## src/rtl/sdt_pkg.sv

```systemverilog
// Shared definitions for the SDRAM command timing enforcer.
// Assumes the command codes below are fixed by the scheduler interface.
package sdt_pkg;

    typedef enum logic [2:0] {
        OP_MODE = 3'd0,
        OP_ACT  = 3'd1,
        OP_RD   = 3'd2,
        OP_WR   = 3'd3,
        OP_PRE  = 3'd4,
        OP_REF  = 3'd5,
        OP_SRE  = 3'd6,
        OP_SRX  = 3'd7
    } sdt_op_e;

    // Field slot numbers inside the timing register (slot k sits at bits 4k+3:4k).
    localparam int F_MRD  = 0;
    localparam int F_XSR  = 1;
    localparam int F_SRP  = 2;
    localparam int F_RC   = 3;
    localparam int F_WR   = 4;
    localparam int F_RP   = 5;
    localparam int F_RCD  = 6;
    localparam int NUM_FLD = 7;

endpackage

```

## src/rtl/sdt_cfg_reg.sv

```systemverilog
// Timing register: holds NUM_FLD packed delay fields and reads back with
// the unused top bits forced to zero. Assumes single-cycle writes.
module sdt_cfg_reg #(
    parameter int REG_W   = 32,
    parameter int FIELD_W = 4,
    parameter int NUM_FLD = 7
) (
    input  logic             clk,
    input  logic             rst_n,
    input  logic             we,
    input  logic [REG_W-1:0] wdata,
    output logic [REG_W-1:0] rdata
);
    localparam int USED_W = FIELD_W * NUM_FLD;
    localparam logic [REG_W-1:0] USED_MASK = {{(REG_W-USED_W){1'b0}}, {USED_W{1'b1}}};

    logic [USED_W-1:0] fields_q;

    // Store the written value; reset loads every field with its maximum.
    always_ff @(posedge clk) begin
        if (!rst_n)  fields_q <= {USED_W{1'b1}};
        else if (we) fields_q <= wdata[USED_W-1:0];
    end

    assign rdata = {{(REG_W-USED_W){1'b0}}, fields_q};

    a_r2_write_lands: assert property (@(posedge clk) disable iff (!rst_n)
        we |=> (rdata == ($past(wdata) & USED_MASK)));
endmodule

```

## src/rtl/sdt_down_cnt.sv

```systemverilog
// Loadable down-counter that stops at zero; zero means the delay is over.
// Assumes a load value of N should free the gated command N+1 cycles after
// the load cycle.
module sdt_down_cnt #(
    parameter int W = 4
) (
    input  logic         clk,
    input  logic         rst_n,
    input  logic         load,
    input  logic [W-1:0] load_val,
    output logic         done
);
    logic [W-1:0] cnt_q;

    // Reload on a starting command, else count down toward zero.
    always_ff @(posedge clk) begin
        if (!rst_n)           cnt_q <= '0;
        else if (load)        cnt_q <= load_val;
        else if (cnt_q != '0) cnt_q <= cnt_q - 1'b1;
    end

    assign done = (cnt_q == '0);

    a_r3_counts_down: assert property (@(posedge clk) disable iff (!rst_n)
        (!load && cnt_q != '0) |=> (cnt_q == $past(cnt_q) - 1'b1));
endmodule

```

## src/rtl/sdt_bank_timers.sv

```systemverilog
// Per-bank delay counters: row-open to column, write recovery and
// precharge. One load strobe per bank per delay; one done flag per bank.
module sdt_bank_timers #(
    parameter int NUM_BANKS = 4,
    parameter int FIELD_W   = 4
) (
    input  logic                 clk,
    input  logic                 rst_n,
    input  logic [NUM_BANKS-1:0] ld_rcd,
    input  logic [NUM_BANKS-1:0] ld_wr,
    input  logic [NUM_BANKS-1:0] ld_rp,
    input  logic [FIELD_W-1:0]   val_rcd,
    input  logic [FIELD_W-1:0]   val_wr,
    input  logic [FIELD_W-1:0]   val_rp,
    output logic [NUM_BANKS-1:0] ok_rcd,
    output logic [NUM_BANKS-1:0] ok_wr,
    output logic [NUM_BANKS-1:0] ok_rp
);
    for (genvar b = 0; b < NUM_BANKS; b++) begin : g_bank
        sdt_down_cnt #(.W(FIELD_W)) u_rcd (
            .clk(clk), .rst_n(rst_n), .load(ld_rcd[b]), .load_val(val_rcd), .done(ok_rcd[b]));
        sdt_down_cnt #(.W(FIELD_W)) u_wr (
            .clk(clk), .rst_n(rst_n), .load(ld_wr[b]), .load_val(val_wr), .done(ok_wr[b]));
        sdt_down_cnt #(.W(FIELD_W)) u_rp (
            .clk(clk), .rst_n(rst_n), .load(ld_rp[b]), .load_val(val_rp), .done(ok_rp[b]));
    end
endmodule

```

## src/rtl/sdram_cmd_timer.sv

```systemverilog
// SDRAM command timing enforcer. Accepts one command per cycle from the
// scheduler and passes it on only when all programmed inter-command delays
// have run out. Assumes a stalled request is held unchanged until accepted.
module sdram_cmd_timer
    import sdt_pkg::*;
#(
    parameter int NUM_BANKS = 4,
    parameter int FIELD_W   = 4,
    parameter int REG_W     = 32,
    parameter int BANK_W    = $clog2(NUM_BANKS)
) (
    input  logic              clk,
    input  logic              rst_n,
    input  logic              cfg_we,
    input  logic [REG_W-1:0]  cfg_wdata,
    output logic [REG_W-1:0]  cfg_rdata,
    input  logic              req_valid,
    input  logic [2:0]        req_op,
    input  logic [BANK_W-1:0] req_bank,
    output logic              req_ready,
    output logic              cmd_valid,
    output logic [2:0]        cmd_op,
    output logic [BANK_W-1:0] cmd_bank
);
    localparam logic [NUM_BANKS-1:0] ONE_BANK = {{(NUM_BANKS-1){1'b0}}, 1'b1};

    logic [FIELD_W-1:0]   fld [NUM_FLD];
    logic                 ok_mrd, ok_xsr, ok_srp, ok_rc;
    logic [NUM_BANKS-1:0] ok_rcd, ok_wr, ok_rp;
    logic [NUM_BANKS-1:0] bank_sel, ld_rcd, ld_wr, ld_rp;
    logic                 banked, bank_ok, glob_ok, issue;

    sdt_cfg_reg #(.REG_W(REG_W), .FIELD_W(FIELD_W), .NUM_FLD(NUM_FLD)) u_cfg (
        .clk(clk), .rst_n(rst_n), .we(cfg_we), .wdata(cfg_wdata), .rdata(cfg_rdata));

    for (genvar k = 0; k < NUM_FLD; k++) begin : g_fld
        assign fld[k] = cfg_rdata[k*FIELD_W +: FIELD_W];
    end

    // Global delays, each started by one command type.
    sdt_down_cnt #(.W(FIELD_W)) u_mrd (.clk(clk), .rst_n(rst_n),
        .load(issue && req_op == OP_MODE), .load_val(fld[F_MRD]), .done(ok_mrd));
    sdt_down_cnt #(.W(FIELD_W)) u_xsr (.clk(clk), .rst_n(rst_n),
        .load(issue && req_op == OP_SRX), .load_val(fld[F_XSR]), .done(ok_xsr));
    sdt_down_cnt #(.W(FIELD_W)) u_srp (.clk(clk), .rst_n(rst_n),
        .load(issue && req_op == OP_SRE), .load_val(fld[F_SRP]), .done(ok_srp));
    sdt_down_cnt #(.W(FIELD_W)) u_rc  (.clk(clk), .rst_n(rst_n),
        .load(issue && req_op == OP_REF), .load_val(fld[F_RC]), .done(ok_rc));

    // Per-bank load strobes for the addressed bank.
    always_comb begin
        bank_sel = ONE_BANK << req_bank;
        ld_rcd   = (issue && req_op == OP_ACT) ? bank_sel : '0;
        ld_wr    = (issue && req_op == OP_WR)  ? bank_sel : '0;
        ld_rp    = (issue && req_op == OP_PRE) ? bank_sel : '0;
    end

    sdt_bank_timers #(.NUM_BANKS(NUM_BANKS), .FIELD_W(FIELD_W)) u_banks (
        .clk(clk), .rst_n(rst_n),
        .ld_rcd(ld_rcd), .ld_wr(ld_wr), .ld_rp(ld_rp),
        .val_rcd(fld[F_RCD]), .val_wr(fld[F_WR]), .val_rp(fld[F_RP]),
        .ok_rcd(ok_rcd), .ok_wr(ok_wr), .ok_rp(ok_rp));

    // Decide whether the offered command satisfies every applicable delay.
    always_comb begin
        banked  = (req_op == OP_ACT) || (req_op == OP_RD) ||
                  (req_op == OP_WR)  || (req_op == OP_PRE);
        bank_ok = ok_rp[req_bank];
        if (req_op == OP_RD || req_op == OP_WR) bank_ok = bank_ok && ok_rcd[req_bank];
        if (req_op == OP_PRE)                   bank_ok = bank_ok && ok_wr[req_bank];
        glob_ok = 1'b1;
        if (!banked) glob_ok = &ok_rp;
        if (req_op == OP_ACT || req_op == OP_REF) glob_ok = glob_ok && ok_mrd && ok_rc;
        if (req_op == OP_ACT) glob_ok = glob_ok && ok_xsr;
        if (req_op == OP_SRX) glob_ok = glob_ok && ok_srp;
        req_ready = rst_n && glob_ok && (!banked || bank_ok);
    end

    assign issue     = req_valid && req_ready;
    assign cmd_valid = issue;
    assign cmd_op    = req_op;
    assign cmd_bank  = req_bank;

    // Cross-cycle spacing checks on the issued command stream.
    a_r10_act_to_col: assert property (@(posedge clk) disable iff (!rst_n)
        (cmd_valid && cmd_op == OP_ACT && fld[F_RCD] != '0) |=>
        !(cmd_valid && (cmd_op == OP_RD || cmd_op == OP_WR) && cmd_bank == $past(cmd_bank)));
    a_r8_wr_to_pre: assert property (@(posedge clk) disable iff (!rst_n)
        (cmd_valid && cmd_op == OP_WR && fld[F_WR] != '0) |=>
        !(cmd_valid && cmd_op == OP_PRE && cmd_bank == $past(cmd_bank)));
    a_r9_pre_to_bank: assert property (@(posedge clk) disable iff (!rst_n)
        (cmd_valid && cmd_op == OP_PRE && fld[F_RP] != '0) |=>
        !(cmd_valid && cmd_op inside {OP_ACT, OP_RD, OP_WR, OP_PRE} && cmd_bank == $past(cmd_bank)));
    a_r7_ref_spacing: assert property (@(posedge clk) disable iff (!rst_n)
        (cmd_valid && cmd_op == OP_REF && fld[F_RC] != '0) |=>
        !(cmd_valid && (cmd_op == OP_ACT || cmd_op == OP_REF)));
    a_r4_mode_spacing: assert property (@(posedge clk) disable iff (!rst_n)
        (cmd_valid && cmd_op == OP_MODE && fld[F_MRD] != '0) |=>
        !(cmd_valid && (cmd_op == OP_ACT || cmd_op == OP_REF)));
    a_r6_selfref_min: assert property (@(posedge clk) disable iff (!rst_n)
        (cmd_valid && cmd_op == OP_SRE && fld[F_SRP] != '0) |=> !(cmd_valid && cmd_op == OP_SRX));
    a_r5_selfref_exit: assert property (@(posedge clk) disable iff (!rst_n)
        (cmd_valid && cmd_op == OP_SRX && fld[F_XSR] != '0) |=> !(cmd_valid && cmd_op == OP_ACT));
endmodule

```

## config.mk

```make
export PLATFORM = sky130hd
export DESIGN_NAME = sdram_cmd_timer
export DESIGN_NICKNAME = d
export VERILOG_FILES = /design/src/rtl/sdt_pkg.sv /design/src/rtl/sdt_cfg_reg.sv /design/src/rtl/sdt_down_cnt.sv /design/src/rtl/sdt_bank_timers.sv /design/src/rtl/sdram_cmd_timer.sv
export SDC_FILE = /design/constraint.sdc
export NUM_CORES = 1
export LEC_CHECK = 0
export BUFFER_PORTS_ARGS = -buffer_cell sky130_fd_sc_hd__buf_2
export CAP_MARGIN = 25
export CORE_ASPECT_RATIO = 0.7
export CORE_UTILIZATION = 58
export DETAILED_ROUTE_END_ITERATION = 10
export GPL_TIMING_DRIVEN = 0
export PLACE_DENSITY = 0.89
export REMOVE_ABC_BUFFERS = 1
export SETUP_SLACK_MARGIN = 0.15
export SLEW_MARGIN = 20
export SYNTH_ARGS = -nofsm -noshare
export SYNTH_HDL_FRONTEND = slang
export SYNTH_SLANG_ARGS = --single-unit
```

## constraint.sdc

```tcl
create_clock -name clk -period 3.3 [get_ports clk]
set_input_delay 0 -clock clk [delete_from_list [all_inputs] [get_ports clk]]
set_output_delay 0 -clock clk [all_outputs]
set_load 0.05 [all_outputs]
```

After elaboration in Yosys (flattened, before gate mapping)
Cells that the tools add are included.
{"block": "word_totals", "register_bits": 92, "inputBits": 41}
{"block": "op_classes", "muxes": 47, "reduce_logical": 73, "addsub": 16, "order_cmp": 1, "n_eq_ne": 7, "shifts": 1}
{"op": "$mux 4", "count": 35}
{"op": "$logic_not 4->1", "count": 16}
{"op": "$reduce_bool 4->1", "count": 16}
{"op": "$sub 4x1->4 const B", "count": 16}
{"op": "$reduce_bool 2->1", "count": 16}
{"op": "$logic_and 1x1->1", "count": 16}
{"op": "$eq 3x3->1 const B", "count": 4}
{"op": "$mux 1", "count": 9}
{"op": "$bmux 1 s2", "count": 3}
{"op": "$eq 3x2->1 const B", "count": 2}
{"op": "$logic_or 1x1->1", "count": 6}
{"op": "$reduce_and 4->1", "count": 1}
{"op": "$shl 1x2->4 const A", "count": 1}
{"op": "$eq 3x1->1 const B", "count": 1}
{"op": "$logic_not 3->1", "count": 1}
{"op": "$lt 2x3->1 const B", "count": 1}
{"op": "$logic_not 1->1", "count": 1}

Depth between registers and ports, before layout
{"block": "depth", "ltp_word": 18, "mapped_depth": 9, "mapped_depth_nobuf": 8}

Hierarchy
A second synthesis with hierarchy kept.
{"block": "unflattened", "cells_unflattened": 525, "hier_area_um2": 5141.2}
{"mod": "sdt_down_cnt", "cells_each": 23, "instances": 16, "area_per_inst_um2": 230.2}
{"mod": "sdt_cfg_reg", "cells_each": 95, "instances": 1, "area_per_inst_um2": 1046.0}
{"mod": "sdram_cmd_timer", "cells_each": 62, "instances": 1, "area_per_inst_um2": 411.6}

Worst setup path before layout
No wires, ideal clock.
{"block": "synth_timing", "path_kind": "register -> register", "start": "register u_banks.g_bank[0].u_wr.cnt_q[0]", "end": "register u_banks.g_bank[0].u_rp.cnt_q[2]", "synth_period_minus_slack_ps": 3002, "arrival_time_ps": 2941, "path_slack_ps": 298, "setup_ps": 61, "stages_incl_launch_ff": 10, "path_buffers": 1, "cell_sequence": "dfxtp_1 inv_1 ha_1 or3b_4 a22oi_1 a311oi_1 o41a_1 buf_6 nor2_1 a31o_2"}
{"block": "synth_via", "elab_chain_cells": 11}
{"item": "start, declared", "line_no": "sdt_down_cnt.sv:13", "text": "logic [W-1:0] cnt_q;"}
{"item": "start signal, assigned", "line_no": "sdt_down_cnt.sv:18", "text": "else if (load) cnt_q <= load_val;"}
{"item": "start signal, assigned", "line_no": "sdt_down_cnt.sv:19", "text": "else if (cnt_q != '0) cnt_q <= cnt_q - 1'b1;"}
{"item": "$logic_not 4->1 *", "line_no": "sdt_down_cnt.sv:22", "text": "assign done = (cnt_q == '0);"}
{"item": "$bmux 1 s2 *", "line_no": "sdram_cmd_timer.sv:70", "text": "if (req_op == OP_PRE) bank_ok = bank_ok && ok_wr[req_bank];"}
{"item": "$mux 1 (not written as such) *", "line_no": "sdram_cmd_timer.sv:70"}
{"item": "$logic_and 1x1->1 *", "line_no": "sdram_cmd_timer.sv:70"}
{"item": "$mux 1 *", "line_no": "sdram_cmd_timer.sv:70"}
{"item": "$logic_or 1x1->1 *", "line_no": "sdram_cmd_timer.sv:76", "text": "req_ready = rst_n && glob_ok && (!banked || bank_ok);"}
{"item": "$logic_and 1x1->1 *", "line_no": "sdram_cmd_timer.sv:76"}
{"item": "via req_ready", "line_no": "sdram_cmd_timer.sv:20", "text": "output logic req_ready,"}
{"item": "$logic_and 1x1->1 *", "line_no": "sdram_cmd_timer.sv:79", "text": "assign issue = req_valid && req_ready;"}
{"item": "$logic_and 1x1->1 *", "line_no": "sdram_cmd_timer.sv:55", "text": "ld_rp = (issue && req_op == OP_PRE) ? bank_sel : '0;"}
{"item": "$mux 4 *", "line_no": "sdram_cmd_timer.sv:55"}
{"item": "$mux 4 / $reduce_bool 2->1 (equally long branches)"}
{"item": "end signal, assigned", "line_no": "sdt_down_cnt.sv:18"}
{"item": "end signal, assigned", "line_no": "sdt_down_cnt.sv:19"}
{"item": "end, declared", "line_no": "sdt_down_cnt.sv:13"}
The timed path passes the listed nets; every way through them passes the cells marked *. The select of a mux whose other input is x is not followed.
A chain may end at the register's enable or synchronous reset.

Final worst setup path
{"block": "layout_timing", "start": "register u_banks.g_bank[1].u_wr.cnt_q[0]", "end": "output req_ready"}
{"block": "layout_via", "elab_chain_cells": 7}
{"item": "start, declared", "line_no": "sdt_down_cnt.sv:13"}
{"item": "start signal, assigned", "line_no": "sdt_down_cnt.sv:18"}
{"item": "start signal, assigned", "line_no": "sdt_down_cnt.sv:19"}
{"item": "$logic_not 4->1", "line_no": "sdt_down_cnt.sv:22"}
{"item": "$bmux 1 s2", "line_no": "sdram_cmd_timer.sv:70"}
{"item": "$mux 1 (not written as such)", "line_no": "sdram_cmd_timer.sv:70"}
{"item": "$logic_and 1x1->1", "line_no": "sdram_cmd_timer.sv:70"}
{"item": "$mux 1", "line_no": "sdram_cmd_timer.sv:70"}
{"item": "$logic_or 1x1->1", "line_no": "sdram_cmd_timer.sv:76"}
{"item": "$logic_and 1x1->1", "line_no": "sdram_cmd_timer.sv:76"}
{"item": "end, declared", "line_no": "sdram_cmd_timer.sv:20"}
Every way passes these cells. The select of a mux whose other input is x is not followed.

==> flow_summary.toml <==
[run_status]
status = "finished clean"

[logic_synthesis]
avgSynthCellArea_um2 = 8.839
netlist_top_cells_area = "dfxtp_1 34%, mux2i_1 16%, nand2_1 7.8%, ha_1 7.5%, xnor2_1 3.3%"
synth_top_area_share_pct = 34.33
synth-edff-count = 0
synth_cell_type_count = 45
syn_inst = 607
synth_area_um2 = 5365
yosysSeqAreaShare_pct = 34.33
ys.flop_type = "dfxtp_1"
yosysWarnings = 0
async_flop_share_pct = 0
synth_seq_cells = 92
yosysTopAreaCell = "dfxtp_1"

[worst_setup_path]
path_class = "reg2out"
crit_family = "compound AO/OA/AOI/OAI gates"
cp-end-kind = "output port"
crit_path_top_delay_cell = "o41a_4"
start_kind = "flip-flop"
r2r_slack_ns = 0.32
worstPathMaxFanout = 11
r2r-start = "u_banks.g_bank[1].u_wr.cnt_q[0]"
timing.critical_path.cells = "inv_1, ha_1, or3b_1, a22oi_1, a311oi_1, o41a_4, nor2_4, clkbuf_4"
crit_arrival_ns = 3.00
crit_required_ns = 3.30
setup.worst_path.start = "u_banks.g_bank[1].u_wr.cnt_q[0]"
crit_buf_inv = 2
max_stage_delay_ns = 0.63

[hold_path]
hold_path.class = "in2reg"
holdCritStartpoint = "rst_n"

[route]
drt-vias-per-instance = 5.512
vias = 4547
drt_first_pass_iters = 4
remaining_drc_errors = 0
routed_wl_um = 12210
ant_nets = 0
drtIter0Drc = 311
routedWlPerCell_um = 14.80

[layout]
antenna-diode-count = 0
regArea_um2 = 1842
drive_gt1_share_pct = 16.45
multi_input_area_um2 = 3266
stdcell_area_um2 = 6424
final_common_cell = "nand2_1"
final_nets = 773
final_cell_mix = "112 x nand2_1, 92 x dfxtp_1, 86 x mux2i_1"
n_fill_cell = 614
syn2layout_area_growth_pct = 19.73

[grt]
grt_max_degree = 81
grt_pass1_vias = 4377
grt-ovfl-total = 0
antenna_found_initial = 0
grt_pass1_wl_um = 19510
grt_use_total_pct = 26.27

[clocking]
cts_made_buffers = 9
cts-root-buf = "clkbuf_16"
cts.sinks = 92
clk_latency_ns = 0.34
clock_path_buffers = 2
clkSlewWorstSetupHoldPaths_ns = 0.06
cts_tree = "done"
htreeDepth = 3

[floorplanning]
start_util_pct = 61.50
core_um2 = 8723
io_pins = 80
die_y_um = 82.47
fp.dieW_um = 117.0
die_area_um2 = 9645
num_rows = 28

[sta]
period_minus_slack_ns = 3.004
rsz0062_at_grt = "yes"
max_slew_margin_pct = 39.00
fin_setup_tns_ns = 0
finalHoldViolCount = 0
finalSetupViolCount = 0
worst_slew_pin_slew_ns = 0.9150
finClkSkew_ns = 0.007662
maxSlewViolCount = 0
max_freq_ghz = 0.3329
finalCritPeriodShare_pct = 91.03

[placement]
dpl_cell_area_um2 = 5756
dp_hpwl_um = 8336
portBuffers = 71
gp_congestion = 0.8473

[pwr]
ir_worst_vdd_mv = 0.5081
finalPower_w = 0.005393
p_leak_nw = 2.878
p_per_area_nw_per_um2 = 839.5

[run]
drv_cap = 0
## worst paths after layout
| check | depth (start not counted) | end |
|---|---|---|
| worst max-delay path | 8 | req_ready |
| worst min-delay path | 3 | u_banks.g_bank[1].u_wr.cnt_q[0] |
| worst max register to register | 8 | u_xsr.cnt_q[2] |
| worst min register to register | 2 | u_xsr.cnt_q[1] |
## tightest hold or removal path, stage by stage
cell	delay, ns
buf_4	0.20
nand2_1	0.08
mux2i_1	0.05
## cell type report
| type | instances | area share (%) |
|---|---|---|
| clock buffers | 14 | 3.954 |
| inverters | 39 | 2.279 |
| multi-input cells | 449 | 50.84 |
| well taps | 120 | 2.337 |
| repair buffers | 109 | 11.76 |
| flip-flops and latches | 92 | 28.67 |
| clock inverters | 2 | 0.1558 |
## routing by layer
metal	track usage, %	part of all wire (%)	vias to the layer above
met2	48.88	50	131
met4	8.228	1.5	0
met3	6.131	4.3	20
met1	30.06	44	2145
li1	-	-	2251
met5	0	0	-
## synthesized netlist by cell type (3+ instances only)
library cell and count:
nand2_1 112, dfxtp_1 92, mux2i_1 86, inv_1 39
ha_1 32, nor3_1 25, o21ai_0 24, nor2b_1 20
xnor2_1 20, or3_1 17, clkbuf_1 14, nand3_1 12
a21o_1 11, nor2_1 11, nor3b_1 11, a21oi_1 10
buf_4 9, a31o_2 6, nor3_4 6, o211ai_1 5
buf_1 4, nand2b_1 4, nor3b_2 4, nor4_4 3
## timing repair
action / CTS / global route
buffers inserted: 0 / 1
hold endpoints to repair: 28 / 0
setup endpoints to repair: 7 / 23
hold buffers: 36 / 0
pin swaps: 0 / 1
gates resized for setup: 2 / 5
## flip-flops by register name, summed over array words and instances (netlist names)
name                        count
u_banks.g_bank.u_rcd.cnt_q     16
u_banks.g_bank.u_rp.cnt_q      16
u_banks.g_bank.u_wr.cnt_q      16
u_cfg.fields_q                 28
u_mrd.cnt_q                     4
u_rc.cnt_q                      4
u_srp.cnt_q                     4
u_xsr.cnt_q                     4
## cell families after synthesis
group | synth area share (%)
AOI/OAI and AO/OA | 7.813
xor gates and xnor gates | 3.428
adders and majority gates | 7.463
buffers and inverters | 5.643
DFF | 34.33
muxes | 16.88
other | 0.06990
and+or+nand+nor | 24.37
## per-stage QoR
stage	util [%]	hold slack, ns	std cells	setup slack, ns
after global routing	73.64	0.07895	825	0.1338
after CTS	73.18	0.04147	824	0.1109
after global placement	65.63	0.2131	771	0.1200
final	73.64	0.05102	825	0.2961
after detailed placement	65.98	0.2188	772	0.04673
after floorplan	-	0	580	0.06145
## report_power, final
group | switching (W) | internal [W] | total [W]
Combinational | 0.00146 | 0.00121 | 0.00268
Clock | 0.000400 | 0.000529 | 0.000929
Sequential | 0.000308 | 0.00148 | 0.00179
Total | 0.00217 | 0.00322 | 0.00539
Power figures use the tool's default switching activity.
